--- src/rtl/sar_link_pkg.sv ---
`timescale 1ns/1ps
package sar_link_pkg;

  // Command byte layout and fixed framing of the converter link.
  localparam int CMD_BITS   = 8;
  localparam int CH_W       = 3;
  localparam int FLUSH_BITS = 18;
  localparam int FRAME_BITS = 2;
  localparam logic [1:0] MODE_EXT = 2'b11;
  localparam logic [1:0] MODE_INT = 2'b10;

  typedef enum logic [2:0] {
    ST_IDLE,
    ST_FLUSH,
    ST_CMD,
    ST_WAIT,
    ST_READ,
    ST_DONE
  } linkState_t;

  // Strobes from the sequencer to the datapath.
  typedef struct packed {
    logic loadCmd;
    logic shiftTx;
    logic muteTx;
    logic capture;
    logic publish;
  } dpCtl_t;

endpackage

--- src/rtl/sar_link_sync.sv ---
`timescale 1ns/1ps
module sar_link_sync #(
  parameter int STAGES = 2
) (
  input  logic clk,
  input  logic rstN,
  input  logic din,
  output logic dout
);

  logic [STAGES-1:0] chain;

  generate
    for (genvar i = 0; i < STAGES; i++) begin : gStage
      if (i == 0) begin : gFirst
        always_ff @(posedge clk) begin
          if (!rstN) chain[i] <= 1'b0;
          else       chain[i] <= din;
        end
      end else begin : gNext
        always_ff @(posedge clk) begin
          if (!rstN) chain[i] <= 1'b0;
          else       chain[i] <= chain[i-1];
        end
      end
    end
  endgenerate

  assign dout = chain[STAGES-1];

endmodule

--- src/rtl/sar_link_dp.sv ---
`timescale 1ns/1ps
module sar_link_dp
  import sar_link_pkg::*;
#(
  parameter int DATA_W      = 14,
  parameter int OUT_W       = 16,
  parameter int SYNC_STAGES = 2
) (
  input  logic              clk,
  input  logic              rstN,
  input  dpCtl_t            dpCtl,
  input  logic [CH_W-1:0]   reqChannel,
  input  logic              reqBipolar,
  input  logic              reqSingleEnded,
  input  logic              reqIntClock,
  input  logic              miso,
  input  logic              sstrb,
  output logic              mosi,
  output logic              strobeRise,
  output logic [OUT_W-1:0]  resData
);

  logic [CMD_BITS-1:0] txReg;
  logic [CMD_BITS-1:0] cmdByte;
  logic [DATA_W-1:0]   rxReg;
  logic [OUT_W-1:0]    resReg;
  logic [OUT_W-1:0]    extended;
  logic                bipReg;
  logic                strobeSync;
  logic                strobePrev;

  always_comb begin
    cmdByte = {1'b1, reqChannel, ~reqBipolar, reqSingleEnded,
               reqIntClock ? MODE_INT : MODE_EXT};
  end

  generate
    if (OUT_W > DATA_W) begin : gExtend
      always_comb begin
        extended = {{(OUT_W-DATA_W){bipReg & rxReg[DATA_W-1]}}, rxReg};
      end
    end else begin : gNoExtend
      always_comb begin
        extended = rxReg[DATA_W-1 -: OUT_W];
      end
    end
  endgenerate

  always_ff @(posedge clk) begin
    if (!rstN) begin
      txReg  <= '0;
      rxReg  <= '0;
      resReg <= '0;
      bipReg <= 1'b0;
    end else begin
      if (dpCtl.loadCmd) begin
        txReg  <= cmdByte;
        rxReg  <= '0;
        bipReg <= reqBipolar;
      end else if (dpCtl.shiftTx) begin
        txReg <= {txReg[CMD_BITS-2:0], 1'b0};
      end
      if (dpCtl.capture) rxReg <= {rxReg[DATA_W-2:0], miso};
      if (dpCtl.publish) resReg <= extended;
    end
  end

  sar_link_sync #(.STAGES(SYNC_STAGES)) i_strobeSync (
    .clk  (clk),
    .rstN (rstN),
    .din  (sstrb),
    .dout (strobeSync)
  );

  always_ff @(posedge clk) begin
    if (!rstN) strobePrev <= 1'b0;
    else       strobePrev <= strobeSync;
  end

  assign strobeRise = strobeSync & ~strobePrev;
  assign mosi       = dpCtl.muteTx ? 1'b0 : txReg[CMD_BITS-1];
  assign resData    = resReg;

endmodule

--- src/rtl/sar_link_ctrl.sv ---
`timescale 1ns/1ps
module sar_link_ctrl
  import sar_link_pkg::*;
#(
  parameter int DATA_W      = 14,
  parameter int HALF_DIV    = 4,
  parameter int TIMEOUT_CYC = 1024
) (
  input  logic   clk,
  input  logic   rstN,
  input  logic   reqValid,
  input  logic   reqIntClock,
  input  logic   resReady,
  input  logic   strobeRise,
  output logic   reqReady,
  output logic   resValid,
  output logic   csN,
  output logic   sclk,
  output logic   convTimeout,
  output dpCtl_t dpCtl
);

  localparam int READ_BITS = DATA_W + FRAME_BITS;
  localparam int MAX_BITS  = (FLUSH_BITS > READ_BITS) ? FLUSH_BITS : READ_BITS;
  localparam int IDX_W     = $clog2(MAX_BITS);
  localparam int HALF_W    = (HALF_DIV > 1) ? $clog2(HALF_DIV) : 1;
  localparam int TMO_W     = $clog2(TIMEOUT_CYC + 1);

  linkState_t        state;
  logic [HALF_W-1:0] halfCnt;
  logic              highPhase;
  logic [IDX_W-1:0]  bitIdx;
  logic [IDX_W-1:0]  lastIdx;
  logic [TMO_W-1:0]  waitCnt;
  logic              intMode;
  logic              needFlush;
  logic              csNReg;
  logic              sclkReg;
  logic              errReg;

  logic accept, shifting, tick, edgeRise, edgeFall, lastBit, dataBit;

  always_comb begin
    unique case (state)
      ST_FLUSH: lastIdx = IDX_W'(FLUSH_BITS - 1);
      ST_CMD:   lastIdx = IDX_W'(CMD_BITS - 1);
      default:  lastIdx = IDX_W'(READ_BITS - 1);
    endcase
  end

  always_comb begin
    accept   = (state == ST_IDLE) && reqValid;
    shifting = (state == ST_FLUSH) || (state == ST_CMD) || (state == ST_READ);
    tick     = (halfCnt == HALF_W'(HALF_DIV - 1));
    edgeRise = shifting && tick && !highPhase;
    edgeFall = shifting && tick && highPhase;
    lastBit  = (bitIdx == lastIdx);
    dataBit  = intMode ? (bitIdx >= IDX_W'(FRAME_BITS))
                       : (bitIdx <  IDX_W'(DATA_W));
  end

  always_comb begin
    dpCtl.loadCmd = accept;
    dpCtl.shiftTx = edgeFall && (state == ST_CMD);
    dpCtl.muteTx  = (state != ST_CMD);
    dpCtl.capture = edgeRise && (state == ST_READ) && dataBit;
    dpCtl.publish = edgeFall && (state == ST_READ) && lastBit;
  end

  always_ff @(posedge clk) begin
    if (!rstN) begin
      state     <= ST_IDLE;
      halfCnt   <= '0;
      highPhase <= 1'b0;
      bitIdx    <= '0;
      waitCnt   <= '0;
      intMode   <= 1'b0;
      needFlush <= 1'b0;
      csNReg    <= 1'b1;
      sclkReg   <= 1'b0;
      errReg    <= 1'b0;
    end else begin
      unique case (state)
        ST_IDLE: begin
          if (reqValid) begin
            csNReg    <= 1'b0;
            intMode   <= reqIntClock;
            errReg    <= 1'b0;
            needFlush <= 1'b0;
            halfCnt   <= '0;
            highPhase <= 1'b0;
            bitIdx    <= '0;
            state     <= needFlush ? ST_FLUSH : ST_CMD;
          end
        end
        ST_FLUSH, ST_CMD, ST_READ: begin
          if (tick) begin
            halfCnt   <= '0;
            highPhase <= ~highPhase;
            sclkReg   <= ~highPhase;
            if (highPhase) begin
              if (lastBit) begin
                bitIdx <= '0;
                if (state == ST_FLUSH) begin
                  state <= ST_CMD;
                end else if (state == ST_CMD) begin
                  waitCnt <= '0;
                  state   <= intMode ? ST_WAIT : ST_READ;
                end else begin
                  csNReg <= 1'b1;
                  state  <= ST_DONE;
                end
              end else begin
                bitIdx <= bitIdx + 1'b1;
              end
            end
          end else begin
            halfCnt <= halfCnt + 1'b1;
          end
        end
        ST_WAIT: begin
          if (strobeRise) begin
            halfCnt   <= '0;
            highPhase <= 1'b0;
            state     <= ST_READ;
          end else if (waitCnt == TMO_W'(TIMEOUT_CYC - 1)) begin
            csNReg    <= 1'b1;
            errReg    <= 1'b1;
            needFlush <= 1'b1;
            state     <= ST_IDLE;
          end else begin
            waitCnt <= waitCnt + 1'b1;
          end
        end
        ST_DONE: begin
          if (resReady) state <= ST_IDLE;
        end
        default: state <= ST_IDLE;
      endcase
    end
  end

  assign reqReady    = (state == ST_IDLE);
  assign resValid    = (state == ST_DONE);
  assign csN         = csNReg;
  assign sclk        = sclkReg;
  assign convTimeout = errReg;

endmodule

--- src/rtl/sar_link_host.sv ---
`timescale 1ns/1ps
module sar_link_host
  import sar_link_pkg::*;
#(
  parameter int DATA_W      = 14,
  parameter int OUT_W       = 16,
  parameter int HALF_DIV    = 4,
  parameter int TIMEOUT_CYC = 1024
) (
  input  logic             clk,
  input  logic             rstN,
  input  logic             reqValid,
  output logic             reqReady,
  input  logic [2:0]       reqChannel,
  input  logic             reqBipolar,
  input  logic             reqSingleEnded,
  input  logic             reqIntClock,
  output logic             resValid,
  input  logic             resReady,
  output logic [OUT_W-1:0] resData,
  output logic             convTimeout,
  output logic             sclk,
  output logic             csN,
  output logic             mosi,
  input  logic             miso,
  input  logic             sstrb
);

  dpCtl_t dpCtl;
  logic   strobeRise;

  sar_link_ctrl #(
    .DATA_W      (DATA_W),
    .HALF_DIV    (HALF_DIV),
    .TIMEOUT_CYC (TIMEOUT_CYC)
  ) i_ctrl (
    .clk         (clk),
    .rstN        (rstN),
    .reqValid    (reqValid),
    .reqIntClock (reqIntClock),
    .resReady    (resReady),
    .strobeRise  (strobeRise),
    .reqReady    (reqReady),
    .resValid    (resValid),
    .csN         (csN),
    .sclk        (sclk),
    .convTimeout (convTimeout),
    .dpCtl       (dpCtl)
  );

  sar_link_dp #(
    .DATA_W (DATA_W),
    .OUT_W  (OUT_W)
  ) i_dp (
    .clk            (clk),
    .rstN           (rstN),
    .dpCtl          (dpCtl),
    .reqChannel     (reqChannel),
    .reqBipolar     (reqBipolar),
    .reqSingleEnded (reqSingleEnded),
    .reqIntClock    (reqIntClock),
    .miso           (miso),
    .sstrb          (sstrb),
    .mosi           (mosi),
    .strobeRise     (strobeRise),
    .resData        (resData)
  );

endmodule

--- config.mk ---
export PLATFORM = sky130hd
export DESIGN_NAME = sar_link_host
export DESIGN_NICKNAME = d
export VERILOG_FILES = /design/src/rtl/sar_link_pkg.sv /design/src/rtl/sar_link_sync.sv /design/src/rtl/sar_link_dp.sv /design/src/rtl/sar_link_ctrl.sv /design/src/rtl/sar_link_host.sv
export SDC_FILE = /design/constraint.sdc
export NUM_CORES = 1
export LEC_CHECK = 0
export BUFFER_PORTS_ARGS = -buffer_cell sky130_fd_sc_hd__buf_2
export CORE_MARGIN = 2
export CORE_UTILIZATION = 44
export DETAILED_ROUTE_END_ITERATION = 8
export PLACE_DENSITY = 0.59
export SLEW_MARGIN = 20
export SYNTH_ARGS = -nofsm -noshare
export SYNTH_HDL_FRONTEND = slang
export SYNTH_HIERARCHICAL = 1
export SYNTH_SLANG_ARGS = --single-unit
--- constraint.sdc ---
create_clock -name clk -period 2.69 [get_ports clk]
set_clock_uncertainty 0.1 [all_clocks]
set_input_delay 0.1345 -clock clk [delete_from_list [all_inputs] [get_ports clk]]
set_output_delay 0.1345 -clock clk [all_outputs]
set_load 0.01 [all_outputs]
Word-level counts from Yosys, hierarchy flattened

Cells that the tools add are included.

Add/sub/neg operators: 3
Magnitude comparators: 2
Eq/ne operators: 22
Multiplexer cells: 50
Bitwise gates (word level): 5
Reductions and logical operators: 29

Operator list:

| kind                                                                     | number |
|---|---|
| 11-bit two-way mux                                                       | 7 |
| 3-bit two-way mux                                                        | 10 |
| 14-bit two-way mux                                                       | 2 |
| 11-bit case mux with 2 select lines                                      | 1 |
| 5-bit two-way mux                                                        | 4 |
| 5-bit case mux with 2 select lines                                       | 2 |
| 8-bit two-way mux                                                        | 2 |
| 2-bit by 1-bit inequality test with 1-bit output (second input constant) | 7 |
| 1-bit two-way mux                                                        | 13 |
| 3-bit case mux with 4 select lines                                       | 1 |
| 4-bit AND reduction                                                      | 3 |
| 11-bit by 1-bit adder with 11-bit output (second input constant)         | 1 |
| 11-bit by 10-bit equality test with 1-bit output (second input constant) | 1 |
| 2-bit inequality test (second input constant)                            | 5 |
| 2-bit nonzero test                                                       | 5 |
| 1-bit logical AND                                                        | 9 |
| 9-bit AND reduction                                                      | 1 |
| 2-bit two-way mux                                                        | 4 |
| 8-bit AND reduction                                                      | 1 |
| 3-bit by 2-bit equality test with 1-bit output (second input constant)   | 2 |
| 3-bit equality test (second input constant)                              | 2 |
| 1-bit case mux with 3 select lines                                       | 2 |
| 2-bit case mux with 3 select lines                                       | 1 |
| 6-bit AND reduction                                                      | 1 |
| 19 further kinds                                                         | 24 |

Bits in registers: 67
Output and inout bits: 22

Depth between registers and ports, before layout

Gate-level depths: netlist of run 1.

Word-level depth: 8
Depth in mapped cells: 10

Cells and area by module

The synthesis of run 1 kept the hierarchy.

By module, submodules not included:

| module        | times used | cells an instance | area an instance (um2) | seq. area each (um2) |
|---|---|---|---|---|
| sar_link_dp   | 1          | 153               | 1617.8                 | 780.7 |
| sar_link_ctrl | 1          | 212               | 1611.5                 | 520.5 |
| sar_link_sync | 1          | 4                 | 52.6                   | 40.0 |

Least setup slack after synthesis of run 1

No wires, ideal clock.

Kind: register to register
Start: register i_ctrl.state[0]
End: register i_dp.txReg[0]
Library setup time: 0.115 ns
Arrival: 1.939 ns
Required time: 2.475 ns
Setup slack: 0.537 ns
Cell stages (with the launch flop): 10
Buffers on the path: 5
Cells stage by stage: dfxtp_1 -> buf_2 -> nor3_1 -> and2_1 -> clkbuf_1 -> buf_4 -> clkbuf_1 -> buf_4 -> nor3b_1 -> o21a_1

Elaborated cells on any way between the ends: 12

RTL lines:

| element                                                        | RTL line             | source |
|---|---|---|
| start: declaration                                             | sar_link_ctrl.sv:29  | `linkState_t state;` |
| start signal: assignment                                       | sar_link_ctrl.sv:93  | `state <= needFlush ? ST_FLUSH : ST_CMD;` |
| start signal: assignment                                       | sar_link_ctrl.sv:108 | `state <= intMode ? ST_WAIT : ST_READ;` |
| 3-bit zero test (*)                                            | -                    |  |
| via reqReady                                                   | sar_link_host.sv:13  | `output logic reqReady,` |
| 1-bit logical AND (*)                                          | sar_link_ctrl.sv:52  | `accept = (state == ST_IDLE) && reqValid;` |
| via i_ctrl.accept                                              | sar_link_ctrl.sv:41  | `logic accept, shifting, tick, edgeRise, edgeFall, lastBit, dataBit;` |
| 8-bit two-way mux / 2-bit nonzero test (equally long branches) | -                    |  |
| end signal: assignment                                         | sar_link_dp.sv:57    | `txReg <= cmdByte;` |
| end signal: assignment                                         | sar_link_dp.sv:61    | `txReg <= {txReg[CMD_BITS-2:0], 1'b0};` |
| end: declaration                                               | sar_link_dp.sv:23    | `logic [CMD_BITS-1:0] txReg;` |

The timed path passes the listed nets; every way through them passes the cells marked *.
A chain may end at the register's enable or synchronous reset.

Worst setup path after layout of run 1

Start: register i_ctrl.state[0]
End: register i_ctrl.waitCnt[6]

Longest elaborated chain between the ends: 5
Elaborated cells on any way between the ends: 17

RTL lines:

| element                                                                                                                 | RTL line             | source |
|---|---|---|
| 3-bit by 2-bit equality test with 1-bit output / 3-bit by 1-bit equality test with 1-bit output (equally long branches) | -                    |  |
| 5-bit case mux with 2 select lines                                                                                      | sar_link_ctrl.sv:44  | `unique case (state)` |
| 5-bit equality test                                                                                                     | sar_link_ctrl.sv:57  | `lastBit = (bitIdx == lastIdx);` |
| 2-bit by 1-bit inequality test with 1-bit output (no line)                                                              | -                    |  |
| 8-bit AND reduction (no line)                                                                                           | -                    |  |
| end signal: assignment                                                                                                  | sar_link_ctrl.sv:132 | `waitCnt <= waitCnt + 1'b1;` |
| end: declaration                                                                                                        | sar_link_ctrl.sv:34  | `logic [TMO_W-1:0] waitCnt;` |

Parallel ways exist; a longest one is shown, timed or not.

==> results.sh, run 1 <==
export IMPL_drt_iter0_markers=79
export IMPL_grt_start_max_net_pins=53
export IMPL_p_total_mw=2.73
export IMPL_multi_input_area_um2=1770
export IMPL_leakagePower_nw=1.38
export IMPL_htreeDepth=3
export IMPL_cts_tree="yes"
export IMPL_cts_buffers=9
export IMPL_synthesis_nets=385
export IMPL_layout_common_cells="dfxtp_1 (67), nand2_1 (44), buf_2 (33), nor2_1 (23), nor2b_1 (20)"
export IMPL_rrSetupSlack_ns=0.51
export IMPL_cts_repair_resized=0
export IMPL_grt_overflow=0
export IMPL_synthFlopType="dfxtp_1"
export IMPL_dp_cells=478
export IMPL_root_buffer="clkbuf_8"
export IMPL_finalCritPeriodShare=0.811
export IMPL_critPathLaunchType="flop"
export IMPL_status="completed"
export IMPL_ant_nets=0
export IMPL_whs_ns=0.0263
export IMPL_switchingPower_uw=797
export IMPL_post_drt_wl_per_cell_um=13.1
export IMPL_ys_warn_count=6
export IMPL_power_density_nw_per_um2=727
export IMPL_die_area_um2=8170
export IMPL_r2r_start="i_ctrl/state[0]"
export IMPL_power_frac_comb=0.210
export IMPL_syn_area_um2=3280
export IMPL_synthesis_instances=369
export IMPL_grt_pass1_vias=2424
export IMPL_seqPwrFrac=0.421
export IMPL_vdd_drop_max_mv=0.390
export IMPL_synth_top_area_share=0.409
export IMPL_drive_gt1_frac=0.177
export IMPL_swShare=0.292
export IMPL_hold_path_class="in -> reg"
export IMPL_grt_pass1_wl_mm=11.4
export IMPL_cp_slowest_cell="dfxtp_1"
export IMPL_fillCellCount=702
export IMPL_highest_layer="met4"
export IMPL_endpoint_kind="flop"
export IMPL_layout_commonest_cell="dfxtp_1"
export IMPL_crit_fanout=20
export IMPL_met1Wirelength_mm=3.32
export IMPL_relSlewSlack=0.617
export IMPL_rows=31
export IMPL_crit_path_start="i_ctrl/state[0]"
export IMPL_clk_pin_slew_worst_paths_ns=0.07
export IMPL_hold_viol=0
export IMPL_internal_power_mw=1.94
export IMPL_worstRegToRegCells=5
export IMPL_critPathArrivalTime_ns=2.34
export IMPL_finalWeightedCongestion=0.807
export IMPL_seq_area_frac_synth=0.409
export IMPL_tightest_slew_ns=0.571
export IMPL_instances_no_fill=500
export IMPL_dr_wl_met3_um=300
export IMPL_rsz0062_at_grt="no"
export IMPL_drc=0
export IMPL_synth_top_area_cell="dfxtp_1"
export IMPL_drtPass1Iterations=4
export IMPL_io_pins=34
export IMPL_seqCellArea_um2=1340
export IMPL_synth_edf_count=0
export IMPL_maxClockFrequency_ghz=0.458
export IMPL_postPlaceCellArea_um2=3460
export IMPL_critPathKind="reg -> reg"
export IMPL_min_delay_start="reqSingleEnded"
export IMPL_stdcell_area_um2=3760
export IMPL_viasPerCell=5.20
export IMPL_routed_wl_met2_mm=2.87
export IMPL_route_vias_total=2599
export IMPL_synth_area_top_cells="dfxtp_1 (41%), mux2i_1 (5.8%), nand2_1 (5.0%), or3b_1 (4.0%), nor2b_1 (3.8%)"
export IMPL_coreArea_um2=7250
export IMPL_fin_tns_setup_ns=0
export IMPL_area_delta_synth_final_pct=14.6
export IMPL_clock_path_buffers=2
export IMPL_antennaDiodeCount=0
export IMPL_drv_cap=0
export IMPL_grt_total_usage=0.169
export IMPL_die_width_um=90.4
export IMPL_insertion_delay_ns=0.34
export IMPL_post_route_min_period_ns=2.18
export IMPL_crit_required_ns=2.85
export IMPL_setup_violations=0
export IMPL_crit_chain="nor2b_1, and2_2, a2bb2oi_4, or4_1, o22ai_1"
export IMPL_drt_wl_total_mm=6.56
export IMPL_dp_hpwl_mm=4.23
export IMPL_antenna_found_initial=0
export IMPL_hold_depth=3
export IMPL_die_y_um=90.4
export IMPL_clock_power_share=0.369
export IMPL_final_net_count=412
export IMPL_numPortBuffers=33
export IMPL_cts_sinks=67
export IMPL_ys_ff_latch=67
export IMPL_start_util=0.452
export IMPL_async_flop_share=0
export IMPL_slowest_delay_ns=0.68
export IMPL_drv_slew=0
export IMPL_synth_area_per_cell_um2=8.89
export IMPL_ys_types=53
==> cell usage after synthesis (7+ instances only) <==
cell type,count
dfxtp_1,67
nand2_1,44
nor2_1,23
nor2b_1,20
mux2i_1,19
nand3_1,15
or3b_1,15
a21oi_1,12
clkbuf_1,12
nor3_1,12
a31oi_1,10
a21boi_1,9
nand2b_1,9
buf_2,8
a21boi_0,7
mux2_2,7
o21ai_0,7
==> through the flow <==
step	setup WS, ns	util
global placement	0.630	0.477
global route	0.335	0.518
finish	0.508	0.518
CTS	0.544	0.518
detailed placement	0.567	0.477
floorplan	0.537	-
==> routing by layer <==
layer	vias up	track usage
li1	1345	-
met4	0	0.0679
met5	-	0
met3	7	0.0409
met2	60	0.259
met1	1187	0.230
==> sequential cells by signal, indices dropped and copies added, names as in the netlist <==
signal,count
i_ctrl/halfCnt,2
i_ctrl/csN,1
i_ctrl/sclk,1
i_ctrl/convTimeout,1
i_ctrl/highPhase,1
i_dp/rxReg,14
i_dp/i_strobeSync/dout,1
i_dp/bipReg,1
i_dp/resData,15
i_dp/i_strobeSync/chain,1
i_ctrl/bitIdx,5
i_dp/txReg,8
i_dp/strobePrev,1
i_ctrl/intMode,1
i_ctrl/waitCnt,11
i_ctrl/state,3
==> layout make-up <==
type | instances | share of cell area
clock buffer | 10 | 0.0339
inverter | 5 | 0.00499
multi-input combinational | 269 | 0.472
tap | 99 | 0.0329
sequential | 67 | 0.357
clock inverter | 6 | 0.0300
timing repair buffer | 44 | 0.0699
==> final timing paths <==
path,endpoint
worst max-delay path,i_ctrl/waitCnt[6]
worst min-delay path,i_dp/txReg[2]
worst max register to register,i_ctrl/waitCnt[6]
worst min register to register,i_dp/i_strobeSync/dout
==> repair_timing <==
action / in CTS / in global routing
setup endpoints to repair: 0 / 0
buffers inserted: 0 / 0
hold buffers: 6 / 0
hold endpoints to repair: 7 / 0
==> power groups by stage <==
stage               combinational (mW)  sequential, mW  clock, mW
floorplan                        0.522            1.11          0
global placement                 0.561            1.17          0
detailed placement               0.570            1.17          0
CTS                              0.578            1.15       1.05
global route                     0.648            1.17       1.09
finish                           0.574            1.15       1.01
==> worst max-delay path, delay by kind of cell, from the launching register on <==
kind	cells	cell delay [ns]
and+or+nand+nor	3	1.03
DFF	1	0.68
AOI/OAI and AO/OA	2	0.28
==> kinds of logic after synthesis <==
kind of cell / Yosys count / synth area share
simple gates: 166 / 0.276
compound gates: 71 / 0.158
flops: 67 / 0.409
buf+inv: 33 / 0.0545
mux: 26 / 0.0820
fa+ha+maj: 4 / 0.0153
xor+xnor: 2 / 0.00534
No activity file was read; power rests on OpenSTA's default activity.
==> run 2, diff against run 1 <==
--- a/config.mk
+++ b/config.mk
@@ -9,7 +9,7 @@
 export CORE_MARGIN = 2
 export CORE_UTILIZATION = 44
 export DETAILED_ROUTE_END_ITERATION = 8
-export PLACE_DENSITY = 0.59
+export PLACE_DENSITY = 0.62
 export SLEW_MARGIN = 20
 export SYNTH_ARGS = -nofsm -noshare
 export SYNTH_HDL_FRONTEND = slang
==> constraint.sdc (replaced) <==
create_clock -name clk -period 1.8 [get_ports clk]
set_clock_uncertainty 0.1 [all_clocks]
set_input_delay 0.09 -clock clk [delete_from_list [all_inputs] [get_ports clk]]
set_output_delay 0.09 -clock clk [all_outputs]
set_load 0.01 [all_outputs]
==> run 2 against run 1 <==
Compared with the run above: the flow now finishes with violations (negative setup slack); via count up 9.1%; setup slack got worse by 0.51 ns; total power increased by 54%; sequential power increased by 47%; wire length rose by 13%; largest power group unchanged; highest routed layer unchanged.
==> results.sh, run 2 (same netlist as run 1, synthesis figures left out) <==
export IMPL_layout_commonest_cell="dfxtp_1"
export IMPL_finalCritPeriodShare=1.00
export IMPL_htreeDepth=3
export IMPL_io_pins=34
export IMPL_start_util=0.452
export IMPL_grt_total_usage=0.183
export IMPL_fillCellCount=663
export IMPL_slowest_delay_ns=0.53
export IMPL_fin_tns_setup_ns=-0.00300
export IMPL_cts_tree="yes"
export IMPL_tightest_slew_ns=0.515
export IMPL_maxClockFrequency_ghz=0.555
export IMPL_finalWeightedCongestion=0.827
export IMPL_drt_wl_total_mm=7.41
export IMPL_power_density_nw_per_um2=969
export IMPL_clock_power_share=0.288
export IMPL_root_buffer="clkbuf_8"
export IMPL_antennaDiodeCount=0
export IMPL_internal_power_mw=2.90
export IMPL_ant_nets=0
export IMPL_grt_start_max_net_pins=53
export IMPL_hold_viol=0
export IMPL_critPathArrivalTime_ns=1.92
export IMPL_drt_iter0_markers=171
export IMPL_stdcell_area_um2=4330
export IMPL_final_net_count=463
export IMPL_drtPass1Iterations=5
export IMPL_endpoint_kind="flop"
export IMPL_drc=0
export IMPL_grt_pass1_vias=2668
export IMPL_clock_path_buffers=2
export IMPL_dp_cells=519
export IMPL_switchingPower_mw=1.30
export IMPL_route_vias_total=2836
export IMPL_layout_common_cells="dfxtp_1 (54), buf_4 (48), nand2_1 (39), buf_2 (33), nor2_1 (22)"
export IMPL_vdd_drop_max_mv=0.481
export IMPL_dp_hpwl_mm=5.03
export IMPL_area_delta_synth_final_pct=32.0
export IMPL_critPathKind="reg -> reg"
export IMPL_post_drt_wl_per_cell_um=13.4
export IMPL_power_frac_comb=0.309
export IMPL_die_y_um=90.4
export IMPL_drv_cap=0
export IMPL_critPathLaunchType="flop"
export IMPL_die_width_um=90.4
export IMPL_largest_reg_flops=15
export IMPL_leakagePower_nw=1.70
export IMPL_status="finished with violations"
export IMPL_instances_no_fill=551
export IMPL_drive_gt1_frac=0.343
export IMPL_crit_family="simple AND/OR/NAND/NOR gates"
export IMPL_whs_ns=0.103
export IMPL_violations="negative setup slack"
export IMPL_critical_path_buf_inv_count=1
export IMPL_p_total_mw=4.20
export IMPL_crit_fanout=12
export IMPL_rsz0062_at_grt="yes"
export IMPL_rows=31
export IMPL_coreArea_um2=7250
export IMPL_cts_sinks=67
export IMPL_crit_chain="ha_4, nand2_2, or4_4, a2bb2oi_4, buf_12, nand3b_1, a21oi_1"
export IMPL_insertion_delay_ns=0.34
export IMPL_seqPwrFrac=0.403
export IMPL_crit_required_ns=1.92
export IMPL_cp_slowest_cell="or4_4"
export IMPL_setup_violations=1
export IMPL_fin_ws_ns=-0.00300
export IMPL_numPortBuffers=33
export IMPL_grt_pass1_wl_mm=12.3
export IMPL_cts_buffers=9
export IMPL_die_area_um2=8170
export IMPL_grt_overflow=0
export IMPL_drv_slew=0
export IMPL_swShare=0.309
export IMPL_relSlewSlack=0.655
export IMPL_clk_pin_slew_worst_paths_ns=0.07
export IMPL_postPlaceCellArea_um2=3840
export IMPL_antenna_found_initial=0
export IMPL_post_route_min_period_ns=1.80
export IMPL_hold_path_class="in -> reg"
export IMPL_viasPerCell=5.15
-- run 2: cell count changes in the layout (fill, tap and decap cells not counted), sizes merged --
cell	delta
clkinvlp	+1
clkbuf	+3
buf	+48
inv	-1
bufinv	-2
dlygate4sd3	+2
-- run 2: final cells by class --
cell class | instances | area (µm²) | share of cell area
clock buffers | 12 | 135 | 0.0312
inverters | 5 | 18.8 | 0.00433
multi-input cells | 269 | 1920 | 0.443
well taps | 99 | 124 | 0.0286
repair buffers | 95 | 713 | 0.165
clock inverters | 4 | 51.3 | 0.0118
flip-flops and latches | 67 | 1370 | 0.316
-- run 2: repair_timing --
action                     CTS  global route
hold buffers                 8             0
buffers inserted             1             6
gates cloned                 0             1
setup endpoints to repair   39            49
gates resized for setup     14            35
hold endpoints to repair    10             0
pin swaps                    3            26
-- run 2: power groups by stage --
| stage | clock (mW) | sequential [mW] | combinational (mW) |
|---|---|---|---|
| 4_1_cts | 1.23 | 1.69 | 1.21 |
| 2_1_floorplan | 0 | 1.66 | 0.830 |
| 5_1_grt | 1.29 | 1.71 | 1.42 |
| 3_5_place_dp | 0 | 1.71 | 1.16 |
| 6_report | 1.21 | 1.69 | 1.30 |
| 3_3_place_gp | 0 | 1.70 | 1.15 |
-- run 2: layer usage --
metal / vias to the layer above / global-route usage / routed length, µm / share of wire
met1: 1335 / 0.240 / 3610 / 0.49
met2: 46 / 0.299 / 3510 / 0.47
met4: 0 / 0.0808 / 97 / 0.013
met3: 6 / 0.0267 / 194 / 0.026
met5: - / 0 / 0 / 0
li1: 1449 / - / - / -
-- run 2: worst reg2reg max path: cells and delay by family, from the launching register on --
kind / cells / cell delay (ns)
DFF: 1 / 0.36
AOI/OAI and AO/OA: 2 / 0.25
buffers and inverters: 1 / 0.15
adders and majority gates: 1 / 0.14
and+or+nand+nor: 3 / 0.69
-- run 2: final timing paths --
check | startpoint | endpoint | slack [ns] | depth (start not counted)
hold / removal | rstN | i_ctrl/waitCnt[0] | 0.10 | 3
hold reg to reg | i_dp/i_strobeSync/dout | i_dp/strobePrev | 0.36 | 1
setup / recovery | i_ctrl/waitCnt[1] | i_ctrl/waitCnt[1] | -0.003 | 7
setup reg to reg | i_ctrl/waitCnt[1] | i_ctrl/waitCnt[1] | -0.003 | 7
-- run 2: stage by stage --
step           utilization  setup slack (ns)
2_1_floorplan            -           0.00143
3_3_place_gp         0.529           -0.0633
3_5_place_dp         0.529            -0.113
4_1_cts              0.572           -0.0360
5_1_grt              0.597           -0.0562
6_report             0.597          -0.00300
